==> src/rtl/da_filter_pkg.sv <==
package da_filter_pkg;

  localparam int DA_W     = 48;
  localparam int CFG_DW   = 32;
  localparam int RSN_W    = 3;
  localparam int GROUP_BIT = 40;

  typedef enum logic [RSN_W-1:0] {
    RSN_NOMATCH = 3'd0,
    RSN_BCAST   = 3'd1,
    RSN_TABLE   = 3'd2,
    RSN_ALLGRP  = 3'd3,
    RSN_ALLIND  = 3'd4,
    RSN_TOOLONG = 3'd5,
    RSN_BADCRC  = 3'd6
  } reason_e;

  typedef struct packed {
    logic all_ind;
    logic all_grp;
    logic bcast;
    logic cmp_en;
  } mode_t;

  localparam int MODE_W = $bits(mode_t);

endpackage

==> src/rtl/da_filter_cfg.sv <==
module da_filter_cfg
  import da_filter_pkg::*;
#(
  parameter int NUM_ENT     = 15,
  parameter int LEN_W       = 16,
  parameter int MAX_LEN_RST = 1518,
  parameter int CFG_AW      = 6
) (
  input  logic                         clk,
  input  logic                         rst_n,
  input  logic                         we_i,
  input  logic [CFG_AW-1:0]            waddr_i,
  input  logic [CFG_DW-1:0]            wdata_i,
  output logic [NUM_ENT-1:0][DA_W-1:0] entry_o,
  output logic [NUM_ENT-1:0]           ena_o,
  output mode_t                        mode_o,
  output logic [LEN_W-1:0]             max_len_o
);

  localparam int SEL_MASK = 2 * NUM_ENT;
  localparam int SEL_MODE = 2 * NUM_ENT + 1;
  localparam int SEL_MAXL = 2 * NUM_ENT + 2;
  localparam int LO_W     = DA_W - CFG_DW;

  // per-entry storage: two words per slot
  for (genvar i = 0; i < NUM_ENT; i++) begin : g_ent
    logic [CFG_DW-1:0] hi_q, hi_d;
    logic [LO_W-1:0]   lo_q, lo_d;
    logic              hi_en, lo_en;

    assign hi_en = we_i && (waddr_i == CFG_AW'(2 * i));
    assign lo_en = we_i && (waddr_i == CFG_AW'(2 * i + 1));

    always_comb begin
      hi_d = hi_q;
      lo_d = lo_q;
      if (hi_en) hi_d = wdata_i;
      if (lo_en) lo_d = wdata_i[CFG_DW-1 -: LO_W];
    end

    always_ff @(posedge clk or negedge rst_n) begin
      if (!rst_n) begin
        hi_q <= '0;
        lo_q <= '0;
      end else begin
        hi_q <= hi_d;
        lo_q <= lo_d;
      end
    end

    assign entry_o[i] = {hi_q, lo_q};
  end

  logic [NUM_ENT-1:0] ena_q, ena_d;
  mode_t              mode_q, mode_d;
  logic [LEN_W-1:0]   maxl_q, maxl_d;
  logic               ena_we, mode_we, maxl_we;

  assign ena_we  = we_i && (waddr_i == CFG_AW'(SEL_MASK));
  assign mode_we = we_i && (waddr_i == CFG_AW'(SEL_MODE));
  assign maxl_we = we_i && (waddr_i == CFG_AW'(SEL_MAXL));

  always_comb begin
    ena_d  = ena_q;
    mode_d = mode_q;
    maxl_d = maxl_q;
    if (ena_we)  ena_d  = wdata_i[NUM_ENT-1:0];
    if (mode_we) mode_d = mode_t'(wdata_i[MODE_W-1:0]);
    if (maxl_we) maxl_d = wdata_i[LEN_W-1:0];
  end

  always_ff @(posedge clk or negedge rst_n) begin
    if (!rst_n) begin
      ena_q  <= '0;
      mode_q <= '0;
      maxl_q <= LEN_W'(MAX_LEN_RST);
    end else begin
      ena_q  <= ena_d;
      mode_q <= mode_d;
      maxl_q <= maxl_d;
    end
  end

  assign ena_o     = ena_q;
  assign mode_o    = mode_q;
  assign max_len_o = maxl_q;

endmodule

==> src/rtl/da_filter_cam.sv <==
module da_filter_cam
  import da_filter_pkg::*;
#(
  parameter int NUM_ENT = 15
) (
  input  logic [DA_W-1:0]              da_i,
  input  logic [NUM_ENT-1:0][DA_W-1:0] entry_i,
  input  logic [NUM_ENT-1:0]           ena_i,
  input  logic                         cmp_en_i,
  output logic                         hit_o
);

  logic [NUM_ENT-1:0] hit_vec;

  for (genvar i = 0; i < NUM_ENT; i++) begin : g_cmp
    assign hit_vec[i] = ena_i[i] && (entry_i[i] == da_i);
  end

  assign hit_o = cmp_en_i && (|hit_vec);

endmodule

==> src/rtl/da_filter_decide.sv <==
module da_filter_decide
  import da_filter_pkg::*;
#(
  parameter int LEN_W = 16
) (
  input  logic             clk,
  input  logic             rst_n,
  input  logic             da_valid_i,
  input  logic [DA_W-1:0]  da_i,
  input  logic             tbl_hit_i,
  input  mode_t            mode_i,
  input  logic             eof_valid_i,
  input  logic [LEN_W-1:0] eof_len_i,
  input  logic             eof_crc_ok_i,
  input  logic [LEN_W-1:0] max_len_i,
  output logic             addr_vld_o,
  output logic             addr_acc_o,
  output reason_e          addr_rsn_o,
  output logic             frm_vld_o,
  output logic             frm_acc_o,
  output reason_e          frm_rsn_o
);

  logic    is_bcast, is_group;
  reason_e a_rsn_c;
  reason_e f_rsn_c;

  assign is_bcast = &da_i;
  assign is_group = da_i[GROUP_BIT];

  // address classification, fixed priority
  always_comb begin
    if (mode_i.bcast && is_bcast)          a_rsn_c = RSN_BCAST;
    else if (tbl_hit_i)                    a_rsn_c = RSN_TABLE;
    else if (mode_i.all_grp && is_group)   a_rsn_c = RSN_ALLGRP;
    else if (mode_i.all_ind && !is_group)  a_rsn_c = RSN_ALLIND;
    else                                   a_rsn_c = RSN_NOMATCH;
  end

  logic    a_vld_q, a_vld_d;
  logic    a_acc_q, a_acc_d;
  reason_e a_rsn_q, a_rsn_d;

  always_comb begin
    a_vld_d = da_valid_i;
    a_acc_d = a_acc_q;
    a_rsn_d = a_rsn_q;
    if (da_valid_i) begin
      a_acc_d = (a_rsn_c != RSN_NOMATCH);
      a_rsn_d = a_rsn_c;
    end
  end

  // frame verdict from held address result, length and CRC
  always_comb begin
    if (!a_acc_q)                    f_rsn_c = RSN_NOMATCH;
    else if (eof_len_i > max_len_i)  f_rsn_c = RSN_TOOLONG;
    else if (!eof_crc_ok_i)          f_rsn_c = RSN_BADCRC;
    else                             f_rsn_c = a_rsn_q;
  end

  logic    f_vld_q, f_vld_d;
  logic    f_acc_q, f_acc_d;
  reason_e f_rsn_q, f_rsn_d;

  always_comb begin
    f_vld_d = eof_valid_i;
    f_acc_d = f_acc_q;
    f_rsn_d = f_rsn_q;
    if (eof_valid_i) begin
      f_acc_d = a_acc_q && (eof_len_i <= max_len_i) && eof_crc_ok_i;
      f_rsn_d = f_rsn_c;
    end
  end

  always_ff @(posedge clk or negedge rst_n) begin
    if (!rst_n) begin
      a_vld_q <= 1'b0;
      a_acc_q <= 1'b0;
      a_rsn_q <= RSN_NOMATCH;
      f_vld_q <= 1'b0;
      f_acc_q <= 1'b0;
      f_rsn_q <= RSN_NOMATCH;
    end else begin
      a_vld_q <= a_vld_d;
      a_acc_q <= a_acc_d;
      a_rsn_q <= a_rsn_d;
      f_vld_q <= f_vld_d;
      f_acc_q <= f_acc_d;
      f_rsn_q <= f_rsn_d;
    end
  end

  assign addr_vld_o = a_vld_q;
  assign addr_acc_o = a_acc_q;
  assign addr_rsn_o = a_rsn_q;
  assign frm_vld_o  = f_vld_q;
  assign frm_acc_o  = f_acc_q;
  assign frm_rsn_o  = f_rsn_q;

endmodule

==> src/rtl/eth_da_filter.sv <==
module eth_da_filter
  import da_filter_pkg::*;
#(
  parameter int NUM_ENT     = 15,
  parameter int LEN_W       = 16,
  parameter int MAX_LEN_RST = 1518,
  localparam int CFG_AW     = $clog2(2 * NUM_ENT + 3)
) (
  input  logic              clk,
  input  logic              rst_n,
  input  logic              cfg_we_i,
  input  logic [CFG_AW-1:0] cfg_addr_i,
  input  logic [31:0]       cfg_wdata_i,
  input  logic              da_valid_i,
  input  logic [47:0]       da_i,
  input  logic              eof_valid_i,
  input  logic [LEN_W-1:0]  eof_len_i,
  input  logic              eof_crc_ok_i,
  output logic              addr_vld_o,
  output logic              addr_acc_o,
  output logic [2:0]        addr_rsn_o,
  output logic              frm_vld_o,
  output logic              frm_acc_o,
  output logic [2:0]        frm_rsn_o
);

  logic [NUM_ENT-1:0][DA_W-1:0] entry_w;
  logic [NUM_ENT-1:0]           ena_q;
  mode_t                        mode_q;
  logic [LEN_W-1:0]             max_len_q;
  logic                         tbl_hit;
  reason_e                      a_rsn, f_rsn;

  da_filter_cfg #(
    .NUM_ENT     (NUM_ENT),
    .LEN_W       (LEN_W),
    .MAX_LEN_RST (MAX_LEN_RST),
    .CFG_AW      (CFG_AW)
  ) u_cfg (
    .clk       (clk),
    .rst_n     (rst_n),
    .we_i      (cfg_we_i),
    .waddr_i   (cfg_addr_i),
    .wdata_i   (cfg_wdata_i),
    .entry_o   (entry_w),
    .ena_o     (ena_q),
    .mode_o    (mode_q),
    .max_len_o (max_len_q)
  );

  da_filter_cam #(
    .NUM_ENT (NUM_ENT)
  ) u_cam (
    .da_i     (da_i),
    .entry_i  (entry_w),
    .ena_i    (ena_q),
    .cmp_en_i (mode_q.cmp_en),
    .hit_o    (tbl_hit)
  );

  da_filter_decide #(
    .LEN_W (LEN_W)
  ) u_dec (
    .clk          (clk),
    .rst_n        (rst_n),
    .da_valid_i   (da_valid_i),
    .da_i         (da_i),
    .tbl_hit_i    (tbl_hit),
    .mode_i       (mode_q),
    .eof_valid_i  (eof_valid_i),
    .eof_len_i    (eof_len_i),
    .eof_crc_ok_i (eof_crc_ok_i),
    .max_len_i    (max_len_q),
    .addr_vld_o   (addr_vld_o),
    .addr_acc_o   (addr_acc_o),
    .addr_rsn_o   (a_rsn),
    .frm_vld_o    (frm_vld_o),
    .frm_acc_o    (frm_acc_o),
    .frm_rsn_o    (f_rsn)
  );

  assign addr_rsn_o = a_rsn;
  assign frm_rsn_o  = f_rsn;

endmodule

==> config.mk <==
export PLATFORM = sky130hd
export DESIGN_NAME = eth_da_filter
export DESIGN_NICKNAME = d
export VERILOG_FILES = /design/src/rtl/da_filter_pkg.sv /design/src/rtl/da_filter_cfg.sv /design/src/rtl/da_filter_cam.sv /design/src/rtl/da_filter_decide.sv /design/src/rtl/eth_da_filter.sv
export SDC_FILE = /design/constraint.sdc
export NUM_CORES = 1
export LEC_CHECK = 0
export BUFFER_PORTS_ARGS = -buffer_cell sky130_fd_sc_hd__clkbuf_2
export CORE_ASPECT_RATIO = 1.5
export CORE_MARGIN = 2
export CORE_UTILIZATION = 31
export CTS_CLUSTER_DIAMETER = 200
export DETAILED_ROUTE_END_ITERATION = 8
export GPL_TIMING_DRIVEN = 0
export PLACE_DENSITY = 0.45
export SYNTH_ARGS = -nofsm -noshare
export SYNTH_HDL_FRONTEND = slang
export SYNTH_SLANG_ARGS = --single-unit
==> constraint.sdc <==
create_clock -name clk -period 2.2 [get_ports clk]
set_input_delay 0.44 -clock clk [delete_from_list [all_inputs] [get_ports clk]]
set_output_delay 0.44 -clock clk [all_outputs]
set_load 0.02 [all_outputs]
==> results of run 1 <==
## cell families (layout without fill, tap and decap cells)
logic type	after synthesis	in the layout
xor+xnor	645	645
mux	732	732
simple gates	835	835
fa+ha+maj	16	16
flops	765	765
compound gates	132	132
other cells	0	14
buf+inv	296	531
## routing by layer
layer / wire length (µm) / up-vias / global-route usage (%) / part of all wire [%]
li1: - / 12500 / - / -
met1: 83900 / 16300 / 38.8 / 39
met2: 97500 / 1483 / 51.0 / 45
met3: 13800 / 561 / 5.42 / 6.4
met4: 19600 / 6 / 24.2 / 9.1
met5: 39 / - / 0 / 0.018
## per-stage QoR
| stage | std cells | setup TNS [ns] |
|---|---|---|
| final | 5392 | -2.30 |
| after global routing | 5383 | -2.40 |
| after CTS | 5373 | -1.80 |
| after detailed placement | 5209 | -496.18 |
| after global placement | 5201 | - |
| after floorplan | 3421 | -0.248 |
## flip-flops by register name, indices dropped and copies added (netlist names)
register / flops
u_dec.frm_rsn_o: 3
u_cfg.ena_o: 15
u_dec.frm_acc_o: 1
u_dec.addr_acc_o: 1
u_cfg.g_ent.hi_q: 480
u_dec.frm_vld_o: 1
u_dec.addr_rsn_o: 3
u_cfg.mode_o: 4
u_cfg.max_len_o: 16
u_dec.addr_vld_o: 1
u_cfg.g_ent.lo_q: 240
## path summary, 6_finish.rpt
| kind | start | end | slack [ns] |
|---|---|---|---|
| max | da_i[33] | u_dec.addr_acc_o | -0.72 |
| max reg2reg | u_cfg.g_ent[5].hi_q[14] | u_dec.addr_acc_o | -0.63 |
| min in group clk | eof_len_i[13] | u_dec.frm_rsn_o[1] | 0.29 |
| min | rst_n | u_cfg.g_ent[6].hi_q[24] | 0.14 |
| min reg2reg | u_cfg.max_len_o[7] | u_cfg.max_len_o[7] | 0.51 |
| max in group asynchronous | rst_n | u_cfg.g_ent[0].lo_q[13] | 0.27 |
## repair_timing
item	in CTS	in global routing
hold buffers	4	0
setup buffers	9	6
setup endpoints to repair	280	323
pin swaps	33	27
resized for setup	198	52
endpoints found under the hold margin	159	0
cloned	0	1
## Yosys cell counts (3+ instances only)
cell type	n	area, µm²
or4_1	9	67.6
inv_1	59	221
and4b_1	3	30.0
mux2_1	144	1620
o221ai_1	5	43.8
nor3b_1	8	60.1
o21ai_0	38	190
nor2b_1	22	138
nor4_1	101	632
nand4_1	237	1480
a2111oi_0	10	87.6
nor4b_1	12	105
clkbuf_1	112	420
xnor2_1	520	4550
and3_1	4	25.0
and4_1	3	26.3
o2111ai_1	25	219
nand4b_1	10	87.6
buf_1	35	131
nand2_1	140	526
nand2b_1	128	801
o2bb2ai_1	3	26.3
nand3b_1	3	22.5
nor2_1	34	128
nand3_1	53	265
o211ai_1	5	37.5
a21oi_1	7	35.0
buf_6	4	45.0
xor2_1	122	1070
or3_1	3	18.8
or3b_1	4	35.0
o22ai_1	15	93.8
xnor2_2	3	48.8
mux2_2	588	6620
buf_2	82	410
nor3_1	48	240
a31oi_1	3	18.8
dfrtp_1	757	18900
ha_1	16	200
dfstp_2	8	210
## final cells by class
class | instances | area, µm² | share of cell area (%)
Sequential cell | 765 | 19200 | 40.6
Inverter | 61 | 233 | 0.493
Antenna cell | 14 | 35.0 | 0.0742
Multi-Input combinational cell | 2360 | 20400 | 43.3
Clock buffer | 125 | 2510 | 5.31
Timing Repair Buffer | 86 | 741 | 1.57
Buffer | 233 | 1550 | 3.28
Clock inverter | 26 | 394 | 0.835
Tap cell | 1722 | 2150 | 4.56
## where the power goes
group / switching (mW) / internal, mW / total (mW) / leakage [nW]
logic: 5.19 / 3.47 / 8.66 / 8.59
registers: 1.44 / 16.0 / 17.4 / 10.1
clock network: 6.57 / 8.95 / 15.5 / 1.42
## placed cells by master, fill, tap and decap left out, types with 12 or more instances in the layout
master,instances
nand2_1,135
mux2_2,588
nor3_1,44
o21ai_0,38
xor2_1,122
nor4_1,90
buf_4,45
dfrtp_1,757
clkbuf_16,87
nand3_1,51
o2111ai_1,24
nor2b_1,20
mux2_1,144
nand4_1,237
clkbuf_8,24
xnor2_1,506
inv_1,57
clkbuf_2,110
clkbuf_1,81
nor2_1,26
buf_6,34
ha_1,15
diode_2,14
nand2b_1,127
xnor2_2,17
buf_1,12
buf_2,13
==> impl_metrics.ini, run 1 <==
[status]
outcome = finished, violations left
violations = capacitance limit, slew limit, setup timing

[pwr]
leakage_nw = 20.1
p_total_mw = 41.6
power_density_nw_per_um2 = 882
peakVddDrop_v = 0.000643

[final_layout]
nFillCells = 12900
fin_nets = 3716
stdcell_area_um2 = 47200
area_growth_syn_to_layout_pct = 17.2
final_layout_size_suffix_gt1_share_pct = 28.8
utilization_pct = 36.4

[yosys]
avgSynthCellArea_um2 = 11.8
synthCells = 3421
syn_nets = 3545
seq_area_frac_synth_pct = 47.6
ys_dominant_reg_cell = dfrtp_1
synth_compound_area_share_pct = 2.31
synth_edf_count = 0
muxShareOfSynthArea_pct = 20.5
synth-simple-area-share_pct = 12.0
synth_xor_area_share_pct = 14.1
synthAdderAreaFrac_pct = 0.497
ys_types = 65
ys_ff_latch = 765
mappedNetlistArea_um2 = 40300
synth_top_family_by_area = multiplexers
synthArstFlopShare_pct = 100
yosys_warnings = 0

[global_routing]
grt_max_degree = 104
antenna_found_initial = 37
track_usage_pct = 32.0
grt_pass1_vias = 31100
grt_pass1_wl_mm = 284
gr-total-overflow = 0

[sta]
setup_ws_ns = -0.720
fmax_mhz = 342
period_needed_ns = 2.92
whs_ns = 0.145
maxSlewViolCount = 10
fin_skew_ns = 0.0304
slew_headroom_pct = -0.334
rsz0062_at_grt = true
hold_viol_final = 0
setup_violations = 8
finalCritPeriodShare_pct = 133
tightest_slew_ns = 1.51

[critical_path]
critPathLaunchType = input pin
max_stage_delay_ns = 0.64
worstPathCellList = buf_4, buf_4, xnor2_1, nand4_1, nor4_1, nand4_1, o211ai_1, o41ai_4, a41oi_2
critPathKind = input pin to flip-flop
cp.depth = 9
worstPathMaxFanout = 10
crit_slowest_cell = nor4_1
cp_top_family = simple AND/OR/NAND/NOR gates
path_buf_inv = 2
crit_required_ns = 2.83
worstPathArrival_ns = 3.55
worst-r2r-cell-count = 7
end_kind = flip-flop

[placed_design]
gp_congestion = 0.987
pre_cts_ws_ns = -2.78
dp_hpwl_mm = 147
portBuffers = 58
place_area_um2 = 43100

[flow_run]
cap_violations = 2

[clock_network]
cts.htree.levels = 3
numCtsBuffers = 85
clkTransAtPathRegs_ns = 0.06
clock_path_buffers = 3
clock_latency_ns = 0.71
cts_sinks = 765
clockRootBuffer = clkbuf_16
cts_tree = yes

[die]
die_h_um = 445
die_x_um = 298
die_area_um2 = 133000
io_pins = 118
floorplan.initialDensity_pct = 31.1
core_area_um2 = 130000
rows = 162

[detailed_routing]
drt_iter0_drc = 3060
drc = 0
totalWireLength_mm = 215
wl_per_cell_um = 39.8
postRouteAntennaNets = 0
vias = 30800
drt_pass1_iterations = 6
avgViaCountPerCell = 5.72

[min_path]
hold_class = input pin to asynchronous set/reset pin
(Power assumes the default switching activity.)
==> run 2, diff against run 1 <==
--- a/config.mk
+++ b/config.mk
@@ -6,13 +6,15 @@
 export NUM_CORES = 1
 export LEC_CHECK = 0
 export BUFFER_PORTS_ARGS = -buffer_cell sky130_fd_sc_hd__clkbuf_2
+export CELL_PAD_IN_SITES_DETAIL_PLACEMENT = 0
+export CELL_PAD_IN_SITES_GLOBAL_PLACEMENT = 1
 export CORE_ASPECT_RATIO = 1.5
 export CORE_MARGIN = 2
 export CORE_UTILIZATION = 31
 export CTS_CLUSTER_DIAMETER = 200
 export DETAILED_ROUTE_END_ITERATION = 8
 export GPL_TIMING_DRIVEN = 0
-export PLACE_DENSITY = 0.45
+export PLACE_DENSITY = 0.53
 export SYNTH_ARGS = -nofsm -noshare
 export SYNTH_HDL_FRONTEND = slang
 export SYNTH_SLANG_ARGS = --single-unit
==> impl_metrics.ini, run 2 (synthesized netlist as in run 1, its figures left out) <==
[die]
io_pins = 118
core_area_um2 = 130000
die_h_um = 445
rows = 162
die_x_um = 298
floorplan.initialDensity_pct = 31.1
die_area_um2 = 133000

[global_routing]
antenna_found_initial = 28
gr-total-overflow = 0
grt_max_degree = 104
track_usage_pct = 32.2
grt_pass1_wl_mm = 284
grt_pass1_vias = 30900

[pwr]
p_sw_mw = 13.2
peakVddDrop_v = 0.000656
power_density_nw_per_um2 = 870
seqPwrFrac_pct = 42.5
leakage_nw = 20.1
share_comb_of_total_power_pct = 21.2
power.share.switching_pct = 32.1
p_int_mw = 27.9
clockPowerShare_pct = 36.3

[sta]
period_needed_ns = 2.83
maxSlewViolCount = 55
setup_ws_ns = -0.634
finalCritPeriodShare_pct = 129
hold_viol_final = 0
fin_skew_ns = 0.0303
fmax_mhz = 353
fin_setup_tns_ns = -3.65
rsz0062_at_grt = true
slew_headroom_pct = -5.43
tightest_slew_ns = 1.58
setup_violations = 38
whs_ns = 0.184

[clock_network]
cts_sinks = 765
numCtsBuffers = 83
clkTransAtPathRegs_ns = 0.07
clockRootBuffer = clkbuf_16
clock_latency_ns = 0.74
cts_tree = yes
clock_path_buffers = 3
cts.htree.levels = 3

[final_layout]
regArea_um2 = 19200
area_growth_syn_to_layout_pct = 17.0
nFillCells = 12800
final_common_cell = dfrtp_1
largest_register = u_cfg.g_ent.hi_q
mostFrequentLayoutCells = 757 x dfrtp_1, 588 x mux2_2, 500 x xnor2_1
utilization_pct = 36.4
final_layout_size_suffix_gt1_share_pct = 28.4
fin_nets = 3717
multiInputGateArea_um2 = 20500
largest_register_ffs = 480

[status]
outcome = finished, violations left
violations = capacitance limit, slew limit, setup timing

[placed_design]
portBuffers = 58
dp_hpwl_mm = 149
gp_congestion = 0.975

[detailed_routing]
postRouteAntennaNets = 0
avgViaCountPerCell = 5.72
vias = 30800
drt_pass1_iterations = 5
totalWireLength_mm = 217
wl_per_cell_um = 40.3
drc = 0
drt_iter0_drc = 2695

[min_path]
hold_class = input pin to flip-flop

[critical_path]
crit_slowest_cell = buf_4
end_kind = flip-flop
path_buf_inv = 2
max_stage_delay_ns = 0.49
cpMostUsedCell = buf_4
critPathKind = input pin to flip-flop
cp_top_family = simple AND/OR/NAND/NOR gates
worstPathMaxFanout = 10
crit_required_ns = 2.83
critPathLaunchType = input pin
worstPathCellList = buf_4, buf_4, xnor2_1, nand2_1, nor4_2, nand4_1, o22a_1, o311ai_4, o41ai_4, a41oi_2
worstPathArrival_ns = 3.47

[flow_run]
cap_violations = 5
run 2: cell types whose count changed in the layout (fill, tap and decap cells not counted), sizes merged:
cell,delta
buf,+13
diode,-4
clkinvlp,-2
clkbuf,-11
clkinv,+6
inv,-3
bufinv,-4
run 2: path summary, 6_finish.rpt:
check                                        startpoint                      end  slack, ns  cells after the start
max in group asynchronous                         rst_n      u_dec.addr_rsn_o[0]       0.37                      5
min in group asynchronous                         rst_n  u_cfg.g_ent[0].lo_q[11]       0.20                      2
worst min register to register       u_cfg.max_len_o[8]       u_cfg.max_len_o[8]       0.50                      2
worst min-delay path                    cfg_wdata_i[23]  u_cfg.g_ent[13].lo_q[7]       0.18                      3
worst max register to register  u_cfg.g_ent[2].hi_q[20]         u_dec.addr_acc_o      -0.56                      8
worst max-delay path                           da_i[29]         u_dec.addr_acc_o      -0.63                     10
run 2: through the flow:
step	cells	setup slack (ns)	instance area [µm²]	total power, mW
after floorplan	3421	-0.129	40400	22.3
after global placement	5201	-19.55	42900	25.8
after detailed placement	5214	-2.83	43200	25.9
after CTS	5368	-0.491	46800	40.9
after global routing	5377	-0.555	47100	42.3
final	5387	-0.634	47100	41.0
run 2: final cells by class:
| class | instances | area share, % |
|---|---|---|
| tap | 1722 | 4.57 |
| multi-input combinational | 2360 | 43.4 |
| clock inverter | 23 | 0.603 |
| sequential | 765 | 40.6 |
| timing repair buffer | 89 | 1.68 |
| antenna | 10 | 0.0531 |
| buffer | 233 | 3.27 |
| inverter | 61 | 0.486 |
| clock buffer | 124 | 5.25 |
run 2: timing repair:
action	in CTS	in global routing
hold buffers	4	0
pin swaps	22	16
resized for setup	194	46
hold endpoints to repair	47	0
buffers inserted	3	9
gates cloned	0	2
endpoints found under the setup margin	272	340
run 2: worst min-delay path, cell delays in order:
cell	delay, ns
clkbuf_2	0.24
nand2_1	0.11
o21ai_0	0.08
run 2: power groups by stage:
stage / sequential (mW) / combinational (mW) / clock [mW]
5_1_grt: 17.6 / 9.08 / 15.6
3_5_place_dp: 17.6 / 8.31 / 0
4_1_cts: 17.4 / 8.53 / 15.0
2_1_floorplan: 17.2 / 5.09 / 0
3_3_place_gp: 17.6 / 8.22 / 0
6_report: 17.4 / 8.71 / 14.9
run 2: per-layer routing:
layer | share of wire (%) | track usage, %
met4 | 10 | 25.9
met2 | 46 | 52.2
met5 | 0.016 | 0
met3 | 6.4 | 5.89
met1 | 38 | 37.3
